==> config.mk <==
export PLATFORM = sky130hd
export DESIGN_NAME = ctr_block_step
export DESIGN_NICKNAME = d
export VERILOG_FILES = /design/src/rtl/ctr_step_pkg.sv /design/src/rtl/ctr_field_dec.sv /design/src/rtl/ctr_field_inc.sv /design/src/rtl/ctr_blk_budget.sv /design/src/rtl/ctr_block_step.sv
export SDC_FILE = /design/constraint.sdc
export NUM_CORES = 1
export LEC_CHECK = 0
export BUFFER_PORTS_ARGS = -buffer_cell sky130_fd_sc_hd__buf_2
export CORE_MARGIN = 2
export CORE_UTILIZATION = 45
export DETAILED_ROUTE_END_ITERATION = 10
export GPL_TIMING_DRIVEN = 0
export PLACE_DENSITY = 0.69
export SLEW_MARGIN = 40
export SYNTH_ARGS = -nofsm -noshare
export SYNTH_HDL_FRONTEND = slang
export SYNTH_SLANG_ARGS = --single-unit
==> constraint.sdc <==
create_clock -name clk -period 2.9 [get_ports clk]
set_clock_uncertainty 0.1 [all_clocks]
set_input_delay 0.145 -clock clk [delete_from_list [all_inputs] [get_ports clk]]
set_output_delay 0.145 -clock clk [all_outputs]
set_load 0.1 [all_outputs]
==> src/rtl/ctr_step_pkg.sv <==
package ctr_step_pkg;
  localparam int unsigned BLK_W = 128;
  localparam int unsigned N_FIELDS = 4;

  typedef enum logic [1:0] {
    MODE_CTR   = 2'd0,
    MODE_INT16 = 2'd1,
    MODE_GAL   = 2'd2,
    MODE_IDLE  = 2'd3
  } ctr_mode_e;

  // field index: 0 -> 16 bits, 1 -> 32, 2 -> 64, 3 -> whole block
  function automatic int unsigned field_bits(input logic [1:0] idx);
    case (idx)
      2'd0:    return 16;
      2'd1:    return 32;
      2'd2:    return 64;
      default: return BLK_W;
    endcase
  endfunction

  function automatic logic [BLK_W-1:0] field_mask(input logic [1:0] idx);
    logic [BLK_W-1:0] ones;
    ones = '1;
    return ones >> (BLK_W - field_bits(idx));
  endfunction
endpackage

==> src/rtl/ctr_field_dec.sv <==
module ctr_field_dec
  import ctr_step_pkg::*;
(
  input  logic [1:0]       mode_sel,
  input  logic [1:0]       width_sel,
  output logic [1:0]       fidx,
  output logic [BLK_W-1:0] fmask,
  output logic             live
);
  always_comb begin
    live = 1'b1;
    unique case (ctr_mode_e'(mode_sel))
      MODE_INT16: fidx = 2'd0;
      MODE_GAL:   fidx = 2'd1;
      MODE_CTR: begin
        case (width_sel)
          2'd0:    fidx = 2'd1;
          2'd1:    fidx = 2'd2;
          default: fidx = 2'd3;   // codes 2 and 3 both span the block
        endcase
      end
      default: begin
        fidx = 2'd1;
        live = 1'b0;
      end
    endcase
    fmask = field_mask(fidx);
  end
endmodule

==> src/rtl/ctr_field_inc.sv <==
module ctr_field_inc
  import ctr_step_pkg::*;
(
  input  logic [BLK_W-1:0] cur,
  input  logic [1:0]       fidx,
  output logic [BLK_W-1:0] nxt
);
  logic [BLK_W-1:0] cand [N_FIELDS];

  for (genvar g = 0; g < N_FIELDS; g++) begin : g_fld
    localparam int unsigned FW = field_bits(2'(g));
    if (FW >= BLK_W) begin : g_full
      assign cand[g] = cur + 1'b1;
    end else begin : g_part
      logic [FW-1:0] low_inc;
      assign low_inc = cur[FW-1:0] + 1'b1;
      assign cand[g] = {cur[BLK_W-1:FW], low_inc};
    end
  end

  assign nxt = cand[fidx];
endmodule

==> src/rtl/ctr_blk_budget.sv <==
module ctr_blk_budget #(
  parameter longint unsigned BLK_LIMIT = 64'd4294967294,
  localparam int unsigned CNT_W = $clog2(BLK_LIMIT + 1)
) (
  input  logic clk,
  input  logic rst_n,
  input  logic clr,
  input  logic adv,
  input  logic trip,
  output logic spent,
  output logic flag
);
  localparam logic [CNT_W-1:0] LIM = CNT_W'(BLK_LIMIT);
  logic [CNT_W-1:0] used;

  assign spent = (used == LIM);

  always_ff @(posedge clk or negedge rst_n) begin
    if (!rst_n) begin
      used <= '0;
      flag <= 1'b0;
    end else if (clr) begin
      used <= '0;
      flag <= 1'b0;
    end else begin
      if (adv && !spent) used <= used + 1'b1;
      if (trip) flag <= 1'b1;
    end
  end

  a_r8_flag_needs_spent: assert property (@(posedge clk) disable iff (!rst_n)
    $rose(flag) |-> $past(spent));
endmodule

==> src/rtl/ctr_block_step.sv <==
module ctr_block_step
  import ctr_step_pkg::*;
#(
  parameter longint unsigned BLK_LIMIT = 64'd4294967294
) (
  input  logic         clk,
  input  logic         rst_n,
  input  logic         load,
  input  logic [127:0] load_val,
  input  logic [1:0]   mode_sel,
  input  logic [1:0]   width_sel,
  input  logic         step,
  output logic [127:0] ctr_q,
  output logic         limit_flag
);
  logic [1:0]       fidx;
  logic [BLK_W-1:0] fmask;
  logic [BLK_W-1:0] ctr_nxt;
  logic             live, spent, is_gal;
  logic             step_req, limit_hit, step_take, trip;

  ctr_field_dec u_dec (
    .mode_sel (mode_sel),
    .width_sel(width_sel),
    .fidx     (fidx),
    .fmask    (fmask),
    .live     (live)
  );

  ctr_field_inc u_inc (
    .cur (ctr_q),
    .fidx(fidx),
    .nxt (ctr_nxt)
  );

  assign is_gal    = (mode_sel == MODE_GAL);
  assign step_req  = step && !load && live;
  assign limit_hit = limit_flag || (is_gal && spent);
  assign step_take = step_req && !limit_hit;
  assign trip      = step_req && is_gal && spent && !limit_flag;

  ctr_blk_budget #(.BLK_LIMIT(BLK_LIMIT)) u_bud (
    .clk  (clk),
    .rst_n(rst_n),
    .clr  (load),
    .adv  (step_take),
    .trip (trip),
    .spent(spent),
    .flag (limit_flag)
  );

  always_ff @(posedge clk or negedge rst_n) begin
    if (!rst_n)         ctr_q <= '0;
    else if (load)      ctr_q <= load_val;
    else if (step_take) ctr_q <= ctr_nxt;
  end

  a_r2_load_wins: assert property (@(posedge clk) disable iff (!rst_n)
    load |=> (ctr_q == $past(load_val)) && !limit_flag);
  a_r7_upper_kept: assert property (@(posedge clk) disable iff (!rst_n)
    step_take |=> ((ctr_q ^ $past(ctr_q)) & ~$past(fmask)) == '0);
  a_r3_step_moves: assert property (@(posedge clk) disable iff (!rst_n)
    step_take |=> ctr_q != $past(ctr_q));
  a_r8_frozen: assert property (@(posedge clk) disable iff (!rst_n)
    (limit_flag && !load) |=> $stable(ctr_q) && limit_flag);
  a_r11_gal_only: assert property (@(posedge clk) disable iff (!rst_n)
    $rose(limit_flag) |-> $past(mode_sel) == MODE_GAL);
  a_r9_idle: assert property (@(posedge clk) disable iff (!rst_n)
    (step && !load && mode_sel == MODE_IDLE) |=> $stable(ctr_q));
  a_r10_hold: assert property (@(posedge clk) disable iff (!rst_n)
    (!step && !load) |=> $stable(ctr_q));
endmodule

# == Word level (Yosys, flattened, before mapping) ==
# Cells that the tools add are included.
# totals
reg_bits,161
elab_cells,45
# op_classes
n_eq_ne,4
mux,12
reduce_logical,19
addsub,5
bitwise,1
order_cmp,1
# ops
op,count
$mux W128,4
$bmux W128 S2,1
$add A128 B1 Y128 const B,1
$add A32 B1 Y32 const B,2
$add A64 B1 Y64 const B,1
$mux W32,2
$eq A32 B32 Y1 const B,1
$add A16 B1 Y16 const B,1
$logic_and A1 B1 Y1,8
$pmux W2 S2,2
$reduce_bool A2 Y1,3
$eq A2 B1 Y1 const B,2
$logic_not A1 Y1,4
$logic_not A2 Y1,2
$ge A3 B3 Y1 const B,1
$mux W1,3
$not A2 Y3,1
$reduce_or A3 Y1,1
$eq A2 B2 Y1 const B,1
$logic_or A1 B1 Y1,1

# == Depth between registers and ports, before layout ==
# Gate-level depths: netlist of run 1.
# depth
word_depth,9
mapped_depth,10
ltp_nobuf,8

# == Cells and area by module ==
# Synthesis of run 1 repeated with hierarchy kept, for this count alone.
# unflattened
cells_unflattened,1575
hier_area_um2,13427.9
# by_module_without_submodules
module,seq_area_each_um2,instances,cells_per_inst,area_each_um2
ctr_block_step,3203.1,1,714,7150.6
ctr_field_inc,0.0,1,534,3453.3
ctr_blk_budget,825.8,1,193,1831.8
ctr_field_dec,0.0,1,134,992.2

# == Least setup slack after synthesis of run 1 ==
# OpenSTA, ideal clock, no wires.
# synth_path
path_type,register -> register
from,register ctr_q[0]
to,register ctr_q[126]
path_slack_ns,-0.354
stages_incl_launch_ff,8
arrival_ns,3.082
n_path_buf,0
t_required_ns,2.728
path_cell_list,dfrtp_1 -> ha_1 -> nand3_1 -> nor4_4 -> nand4_2 -> or4_4 -> or4_1 -> nand3_1
# synth_between
elab_chain_cells,6
# synth_lines
item,line_no,rtl
"start, declared",ctr_block_step.sv:13,"output logic [127:0] ctr_q,"
"start signal, assigned",ctr_block_step.sv:54,else if (load) ctr_q <= load_val;
"start signal, assigned",ctr_block_step.sv:55,else if (step_take) ctr_q <= ctr_nxt;
$add A128 B1 Y128,ctr_field_inc.sv:13,assign cand[g] = cur + 1'b1;
$bmux W128 S2,ctr_field_inc.sv:21,assign nxt = cand[fidx];
$mux W128 (implied by the code) (2 in a row),ctr_field_inc.sv:21,
$mux W128,ctr_block_step.sv:55,
$mux W128,ctr_block_step.sv:54,
# Every way passes these cells. The select of a mux whose other input is x is not followed.
# A chain may end at the register's enable or synchronous reset.

# == Worst setup path in the final report of run 1 ==
# layout_path
from,input mode_sel[0]
to,register ctr_q[62]
# layout_between
elab_chain_cells,8
# layout_lines
item,line_no,rtl
"start, declared",ctr_block_step.sv:10,"input logic [1:0] mode_sel,"
$eq A2 B1 Y1 / $logic_not A2 Y1 (equally long branches),ctr_field_dec.sv:12,unique case (ctr_mode_e'(mode_sel))
$pmux W2 S2,ctr_field_dec.sv:12,
$not A2 Y3 (implied by the code),ctr_field_inc.sv:21,
$bmux W128 S2,ctr_field_inc.sv:21,
$mux W128 (implied by the code) (2 in a row),ctr_field_inc.sv:21,
$mux W128,ctr_block_step.sv:55,
$mux W128,ctr_block_step.sv:54,
# Several ways; a longest one is shown, not always the timed one. The select of a mux whose other input is x is not followed.

==> results of run 1 <==
[where the power goes]
part,leakage (nW),internal (W),switching (W)
Combinational,3.78,0.000554,0.00194
Sequential,1.89,0.00245,0.000334
Clock,0.308,0.00140,0.00111
[sequential cells by signal (all words and copies together), names as in the netlist]
signal      count
ctr_q         128
u_bud.used     32
u_bud.flag      1
[logic make-up (layout without fill, tap and decap cells)]
| kind of cell | Yosys count | in the layout | share of synthesized area (%) |
|---|---|---|---|
| DFF | 161 | 161 | 37.1 |
| muxes | 28 | 28 | 2.85 |
| AOI/OAI and AO/OA | 181 | 181 | 10.2 |
| adders and majority gates | 3 | 3 | 0.345 |
| xor gates and xnor gates | 99 | 99 | 7.98 |
| buffers and inverters | 79 | 528 | 2.88 |
| and+or+nand+nor | 760 | 760 | 38.6 |
[per-layer routing]
metal  up-vias  global-route usage (%)  part of all wire, %
li1       5789                       -                    -
met1      6234                    48.6                   40
met2       818                    57.6                   45
met3       165                    7.66                  9.9
met4         0                    16.9                  5.0
met5         -                       0                    0
[what timing repair did]
| item | in CTS | in global routing |
|---|---|---|
| buffers inserted | 10 | 15 |
| hold endpoints to repair | 288 | 0 |
| pin swaps | 6 | 10 |
| hold buffers | 128 | 0 |
| setup endpoints to repair | 56 | 79 |
| cloned | 0 | 0 |
| resized for setup | 23 | 42 |
[worst max-delay path, delay by kind of cell]
kind / cells / cell delay [ns]
simple gates: 4 / 1.86
buf+inv: 2 / 0.71
xor+xnor: 1 / 0.12
mux: 1 / 0.30
[worst min-delay path by stage]
stage / startpoint / endpoint / cells after the start
after global routing: step / u_bud.flag$_DFFE_PN0P_ / 4
after CTS: load_val[25] / ctr_q[25]$_DFFE_PN0P_ / 4
after detailed placement: rst_n / ctr_q[10]$_DFFE_PN0P_ / 1
after floorplan: rst_n / ctr_q[0]$_DFFE_PN0P_ / 0
final: load_val[25] / ctr_q[25]$_DFFE_PN0P_ / 4
after global placement: load_val[109] / ctr_q[109]$_DFFE_PN0P_ / 3
[synthesized netlist by cell type (10+ instances only)]
| library cell | instances |
|---|---|
| sky130_fd_sc_hd__nor3_1 | 69 |
| sky130_fd_sc_hd__dfrtp_1 | 161 |
| sky130_fd_sc_hd__inv_1 | 21 |
| sky130_fd_sc_hd__a21oi_1 | 25 |
| sky130_fd_sc_hd__nor2_1 | 117 |
| sky130_fd_sc_hd__mux2_2 | 24 |
| sky130_fd_sc_hd__or4_1 | 20 |
| sky130_fd_sc_hd__nand2_1 | 161 |
| sky130_fd_sc_hd__and4_1 | 10 |
| sky130_fd_sc_hd__o211ai_1 | 13 |
| sky130_fd_sc_hd__buf_2 | 11 |
| sky130_fd_sc_hd__nand4_1 | 87 |
| sky130_fd_sc_hd__or3_1 | 20 |
| sky130_fd_sc_hd__nand3_1 | 105 |
| sky130_fd_sc_hd__and3_1 | 16 |
| sky130_fd_sc_hd__o21ai_0 | 83 |
| sky130_fd_sc_hd__a31oi_1 | 10 |
| sky130_fd_sc_hd__xnor2_1 | 64 |
| sky130_fd_sc_hd__xor2_1 | 35 |
| sky130_fd_sc_hd__and2_1 | 10 |
| sky130_fd_sc_hd__clkbuf_1 | 40 |
| sky130_fd_sc_hd__nor4_1 | 70 |
[cell usage in the layout (no fill, tap or decap), types with 25 or more instances in the layout]
cell type / n
sky130_fd_sc_hd__buf_2: 272
sky130_fd_sc_hd__buf_4: 25
sky130_fd_sc_hd__clkbuf_1: 33
sky130_fd_sc_hd__dfrtp_1: 59
sky130_fd_sc_hd__dfrtp_2: 102
sky130_fd_sc_hd__dlygate4sd3_1: 128
sky130_fd_sc_hd__nand2_1: 159
sky130_fd_sc_hd__nand3_1: 102
sky130_fd_sc_hd__nand4_1: 87
sky130_fd_sc_hd__nor2_1: 115
sky130_fd_sc_hd__nor3_1: 65
sky130_fd_sc_hd__nor4_1: 44
sky130_fd_sc_hd__o21ai_0: 83
sky130_fd_sc_hd__xnor2_1: 64
sky130_fd_sc_hd__xor2_1: 35
[per-stage QoR]
stage / instances / hold WS, ns / setup TNS [ns] / power, W / utilization [%]
2_1_floorplan: 1311 / -0.251 / -0.0180 / 0.00448 / -
6_report: 2079 / 0.0150 / -0.0136 / 0.00778 / 64.8
5_1_grt: 2079 / 0.0209 / -0.192 / 0.00800 / 64.8
3_3_place_gp: 1894 / 0.251 / -213.02 / 0.00508 / 53.9
4_1_cts: 2066 / 0.00342 / 0 / 0.00773 / 63.3
3_5_place_dp: 1896 / -0.0222 / -9.52 / 0.00510 / 54.2
[area by class of cell]
type	instances	area (sq um)
clock inverters	15	211
well taps	319	399
plain buffers	55	231
fillers	2017	8310
clock buffers	17	425
multi-input cells	1071	6940
repair buffers	419	2860
flip-flops and latches	161	4160
inverters	22	82.6
==> run summary, run 1 <==
The run finished, with violations left. The final reports fail on setup timing. At the end of routability-driven placement, the weighted congestion stood at 1.00.

The max-slew violation count was 0; the mean routed wirelength per cell was 22.9 um. The worst hold path class is in -> reg. The final critical path takes up 100% of the cycle. The height of the die works out to 159 um. Slowest cell on the critical path: sky130_fd_sc_hd__nor4_1. The least setup slack across all paths after layout is -0.0136 ns.

Synthesis produced a netlist whose cell count is 1311. Number of failing setup endpoints in the final timing report: 1. Derived from the worst setup path, the maximum achievable clock frequency is 343 MHz.

The final route contains 13000 vias. After layout, the minimum clock period comes to 2.91 ns. Walking the worst path, the cells encountered are dlygate4sd3_1 -> buf_2 -> or3b_2 -> nor3_4 -> nand2_1 -> nor4_1 -> xor2_1 -> mux2_2. In the synthesized netlist the dominant register cell turns out to be sky130_fd_sc_hd__dfrtp_1. The routed design has 47700 um of wire.

Clock-pin slew reported for the worst setup and hold paths after clock tree synthesis: 0.07 ns. The critical path ends at ctr_q[62]$_DFFE_PN0P_. The wire-length estimate of the detail-placed layout is 34100 um. Across the VDD grid, the largest voltage drop is 0.000316 V. In the post-synthesis netlist, the biggest area contributors are sky130_fd_sc_hd__dfrtp_1 37%, sky130_fd_sc_hd__nand2_1 5.6%, sky130_fd_sc_hd__xnor2_1 5.2%, sky130_fd_sc_hd__nand4_1 5.0%, sky130_fd_sc_hd__nand3_1 4.8%. The startpoint identified for the worst register-to-register timing path is u_bud.flag$_DFFE_PN0P_. For this design the ratio of total power to cell area is 509 nW/um^2. In this run, synthesis inferred 0 flip-flops with an integrated enable.

The maximum clock path buffer count was 2. A synthesized cell averages 8.29 sq um. With fillers left out, the area of the finished cells amounts to 15300 sq um. At the end of the flow, the number of nets in the layout was 1886.

The logs give 0 for the remaining design rule violation count and 3.14 ns for the critical path arrival. The top-level I/O count was 265. The core box area is 23600 sq um, and the proportion of register bits with asynchronous set or reset after synthesis is 100%. Counting flops and latches in the post-synthesis netlist gives 161. The tools report the part of the Yosys area used for sequential elements as 37.1%. For flop-to-flop paths, the worst setup slack is -0.01 ns. In this run the static leakage power is 5.98 nW. TritonCTS built the clock tree. In the global route stage, overall resource usage came out at 36.6%. The violation count after the first detailed-routing iteration came out at 1472. Of all nets on the critical path, the largest fanout is 8. The logs give 25400 sq um for the die area and 3.12 ns for the data required time of the critical path.

The instance area after placement is 12800 sq um. The insertion delay of the later-clocked pin in the worst-skew pair is 0.44 ns. The number of different library cells in the post-synthesis netlist was 70.

At the pin with the least slew margin, the transition time is 0.866 ns. Measured in cells, the most critical reg-to-reg path has a length of 6. The tools report the type of element capturing the critical path as a register. The site row count is 56. The top cell type by total area after synthesis is sky130_fd_sc_hd__dfrtp_1. The run gives 0 as the number of antenna violations at the first check in global routing. The clock net in this run drives a total of 161 sinks. The share of layout cells above drive strength 1 was 31.6%; the count of port buffers added during placement was 264. The tools report the number of routed nets with antenna violations as 0. The worst flop-to-flop path endpoint is ctr_q[62]$_DFFE_PN0P_. The worst-case setup slack after placement came out at -0.519 ns.

The startpoint class of the critical path is an input port. The horizontal die dimension is 159 um. The antenna diode count is 0, and the detailed-routing iteration count for the pre-antenna-repair pass is 6. The number of buffers created by CTS was 17. The final number of hold-violating endpoints came out at 0. Tracing the worst setup path back leads to its startpoint at mode_sel[0]. The logs give 12600 for the number of global-route vias before repair and 0 for the Yosys warning count.

From synthesis to final layout, the design area changed by 40.7%. Setup repair after global routing could not meet its margin everywhere. The H-tree generated during clock tree synthesis spans 4 levels.

Wire length of the first global-routing pass: 72700 um. The area share of the largest cell type after synthesis works out to 37.1%. The initial utilization of the core area, before any placement, comes to 46.0%. The setup path with the least slack is of type in -> reg. The longest individual stage delay on the worst path works out to 0.62 ns.

For the max-slew headroom at the worst pin, the log shows 42.3%. In this run the cell area of the synthesized design comes to 10900 sq um. Entering global routing, the biggest net connects 64 pins. The net count after synthesis is 1450. The tool flagged a number of max-cap violations equal to 0. Summed over all layers, the global routing overflow is 0. In the routed layout, each cell is associated on average with a via count of 6.26.

The clock root buffer master is sky130_fd_sc_hd__clkbuf_16.
(Power assumes the default switching activity.)
==> run 2, diff against run 1 <==
Settings changed: CORE_ASPECT_RATIO set to 1.75, SKIP_CTS_REPAIR_TIMING set to 1.
==> run 2 against run 1 <==
The flow finishes with violations (hold timing, setup timing). Sequential share of layout area is 0.085 points higher. Clock power is 12% lower. Utilization fell by 0.80 points. Critical path type is now reg -> reg.
==> run summary, run 2 (synthesis gave the netlist of run 1 again) <==
The run finished, with violations left. The final reports fail on hold timing, setup timing. The clock-pin slew reported for the worst setup and hold paths after clock tree synthesis came out at 0.07 ns.

Derived from the worst setup path, the maximum achievable clock frequency is 340 MHz. The total power after layout was 0.00749 W. The remaining design rule violation count is 0. The slowest stage of the critical path is the sky130_fd_sc_hd__or4_4 cell. Together, buffers and inverters on the worst path number 0. The initial utilization of the core area, before any placement, comes to 45.6%. Share of layout cells above drive strength 1: 31.8%. The kind of cell adding the most delay to the critical path is simple AND/OR/NAND/NOR gates.

The worst register-to-register path has a depth of 6. Max-cap violations in this run came to 0. TritonCTS built the clock tree.

Data on the critical path arrives at its endpoint at 3.24 ns. The final period utilization was 101%; the max-slew violation count was 0. Worst hold path class: in -> reg. In this run the deepest clock path goes through 2 buffers. The number of antenna diodes in the final layout is 0. The run gives -0.624 ns as the worst-case setup slack after placement. Origin of the critical flop-to-flop path: ctr_q[31]$_DFFE_PN0P_.

Setup violations remaining at the end of the flow were counted as 2. The number of antenna violations at the first check in global routing is 0, and the worst-path maximum fanout is 8. The die is 121 um wide. The post-detailed-route via-to-cell ratio is 6.34, and the via count of the routed design is 13100. Dividing total power by cell area gives a power density of 491 nW/um^2. The layout-stage area growth over the synthesis result works out to 40.3%. The global placer's final weighted congestion is 1.04, and the transition time at the pin with the least slew margin is 0.952 ns. The clock tree synthesis step divided the H-tree into 4 levels. The logs give 5 for the detailed-routing iteration count for the pre-antenna-repair pass and 12800 sq um for the instance area after placement.

In this run the worst setup path terminates at ctr_q[126]$_DFFE_PN0P_. The net count of the finished layout is 1889. Global routing used 37.6% of the available tracks. Entering global routing, the biggest net connects 72 pins.

STA classifies the critical path startpoint as a register. The worst path in the final design needs a cycle of 2.94 ns, including I/O delays and setup. Buffers placed on the I/O ports in this run total 264. Tracing the worst setup path back leads to its startpoint at ctr_q[31]$_DFFE_PN0P_. Fill cells in the final layout number 2127.

After global routing the overflow that remains totals 0. In this run the register-to-register setup slack is -0.04 ns. The least setup slack across all paths after layout is -0.0408 ns. The final number of hold-violating endpoints is 1, and the core box area is 23800 sq um. The longest individual stage delay on the worst path is 0.62 ns. Walking the worst path, the cells encountered are nand3_1 -> nor4_1 -> nand4_4 -> or4_4 -> or4_1 -> nand3_1. The run gives -0.0536 ns as the final-layout setup total negative slack.

The number of global-route vias before repair is 12300. The cell repeated most along the worst path was sky130_fd_sc_hd__nand3_1. The first global-routing pass estimated 71700 um of wire. The clock sink total was 161; the violation count after the first detailed-routing iteration was 1194. The worst flop-to-flop path endpoint is ctr_q[126]$_DFFE_PN0P_. Number of routed nets with antenna violations: 0.

The later pin in the worst-skew pair is clocked with a latency of 0.47 ns. For the register cell area after layout, the log shows 4160 sq um. Once layout is done, the placed cells without fillers occupy 15300 sq um. IR analysis of the VDD net gives a maximum drop of 0.000433 V. The static leakage was 5.98 nW; the worst slack on hold paths was -0.00403 ns.

The tools report the final cell utilization of the core as 64.0%. Max-slew headroom at the worst pin: 36.6%. The clock root buffer master is sky130_fd_sc_hd__clkbuf_16.

Data on the critical path is required at its endpoint by 3.20 ns. The number of logic stages on the critical path including buffering works out to 6. The setup path with the least slack is of type reg -> reg. The height of the die is 210 um. The number of flip-flops in the largest register is 128. The number of buffers created by CTS is 17, and the top-level I/O count is 265. After detailed routing, the average wire length per cell comes to 24.5 um. The routed design has 50800 um of wire. The largest registers in the layout are ctr_q: 128 flops, u_bud.used: 32 flops, u_bud.flag: 1 flops.

ctr_q holds more flip-flops than any other register. Setup repair after global routing could not meet its margin everywhere. The worst setup path is captured at a register. After floorplanning, the core was divided into 75 placement rows. The floorplan step defined a die boundary enclosing 25500 sq um. Summed over all nets, the half-perimeter wirelength after detailed placement is 37300 um. The leading cell type in the layout, fill and taps excluded was sky130_fd_sc_hd__buf_2.

For the multi-input logic area, the log shows 6980 sq um. The top cell types in the final layout, fill and taps aside, are 275 x sky130_fd_sc_hd__buf_2, 160 x sky130_fd_sc_hd__nand2_1, 126 x sky130_fd_sc_hd__dlygate4sd3_1, 114 x sky130_fd_sc_hd__nor2_1, 102 x sky130_fd_sc_hd__dfrtp_2.
## run 2: cell types whose count changed in the layout (fill, tap and decap cells not counted), sizes merged
cell	delta
dlygate4sd3	-2
clkbuf	+10
clkinv	+1
bufinv	-2
inv	-9
buf	+5
## run 2: worst min-delay path by stage
| stage | startpoint | end | slack (ns) | depth (start not counted) |
|---|---|---|---|---|
| 3_5_place_dp | rst_n | ctr_q[10]$_DFFE_PN0P_ | -0.08 | 1 |
| 6_report | step | u_bud.flag$_DFFE_PN0P_ | -0.004 | 4 |
| 2_1_floorplan | rst_n | ctr_q[0]$_DFFE_PN0P_ | -0.25 | 0 |
| 4_1_cts | rst_n | ctr_q[10]$_DFFE_PN0P_ | -0.57 | 1 |
| 5_1_grt | load_val[6] | ctr_q[6]$_DFFE_PN0P_ | 0.01 | 3 |
| 3_3_place_gp | load_val[71] | ctr_q[71]$_DFFE_PN0P_ | 0.25 | 3 |
## run 2: where the power goes
group          total, W  internal (W)  switching (W)
registers       0.00279       0.00245       0.000340
clock network   0.00220       0.00121       0.000993
logic           0.00251      0.000553        0.00196
## run 2: layout make-up
cell class / count / share of cell area, %
multi-input cells: 1071 / 45.8
flip-flops and latches: 161 / 27.3
repair buffers: 421 / 18.8
clock buffers: 27 / 3.10
well taps: 308 / 2.53
plain buffers: 56 / 1.57
inverters: 22 / 0.541
clock inverters: 5 / 0.394
## run 2: worst register-to-register path: stages (launching register included)
cell	delay, ns
sky130_fd_sc_hd__dfrtp_2	0.43
sky130_fd_sc_hd__nand3_1	0.30
sky130_fd_sc_hd__nor4_1	0.57
sky130_fd_sc_hd__nand4_4	0.26
sky130_fd_sc_hd__or4_4	0.63
sky130_fd_sc_hd__or4_1	0.51
sky130_fd_sc_hd__nand3_1	0.09
## run 2: routing by layer
| layer | global-route usage [%] | up-vias | part of all wire (%) |
|---|---|---|---|
| met5 | 0 | - | 0 |
| met4 | 28.8 | 0 | 8.7 |
| met3 | 4.76 | 239 | 6.1 |
| met2 | 64.1 | 787 | 50 |
| met1 | 41.9 | 6327 | 35 |
| li1 | - | 5783 | - |
## run 2: through the flow
| step | hold slack (ns) | std cells |
|---|---|---|
| 2_1_floorplan | -0.251 | 1311 |
| 3_3_place_gp | 0.254 | 1883 |
| 3_5_place_dp | -0.0840 | 1887 |
| 4_1_cts | -0.571 | 1919 |
| 5_1_grt | 0.0121 | 2071 |
| 6_report | -0.00403 | 2071 |
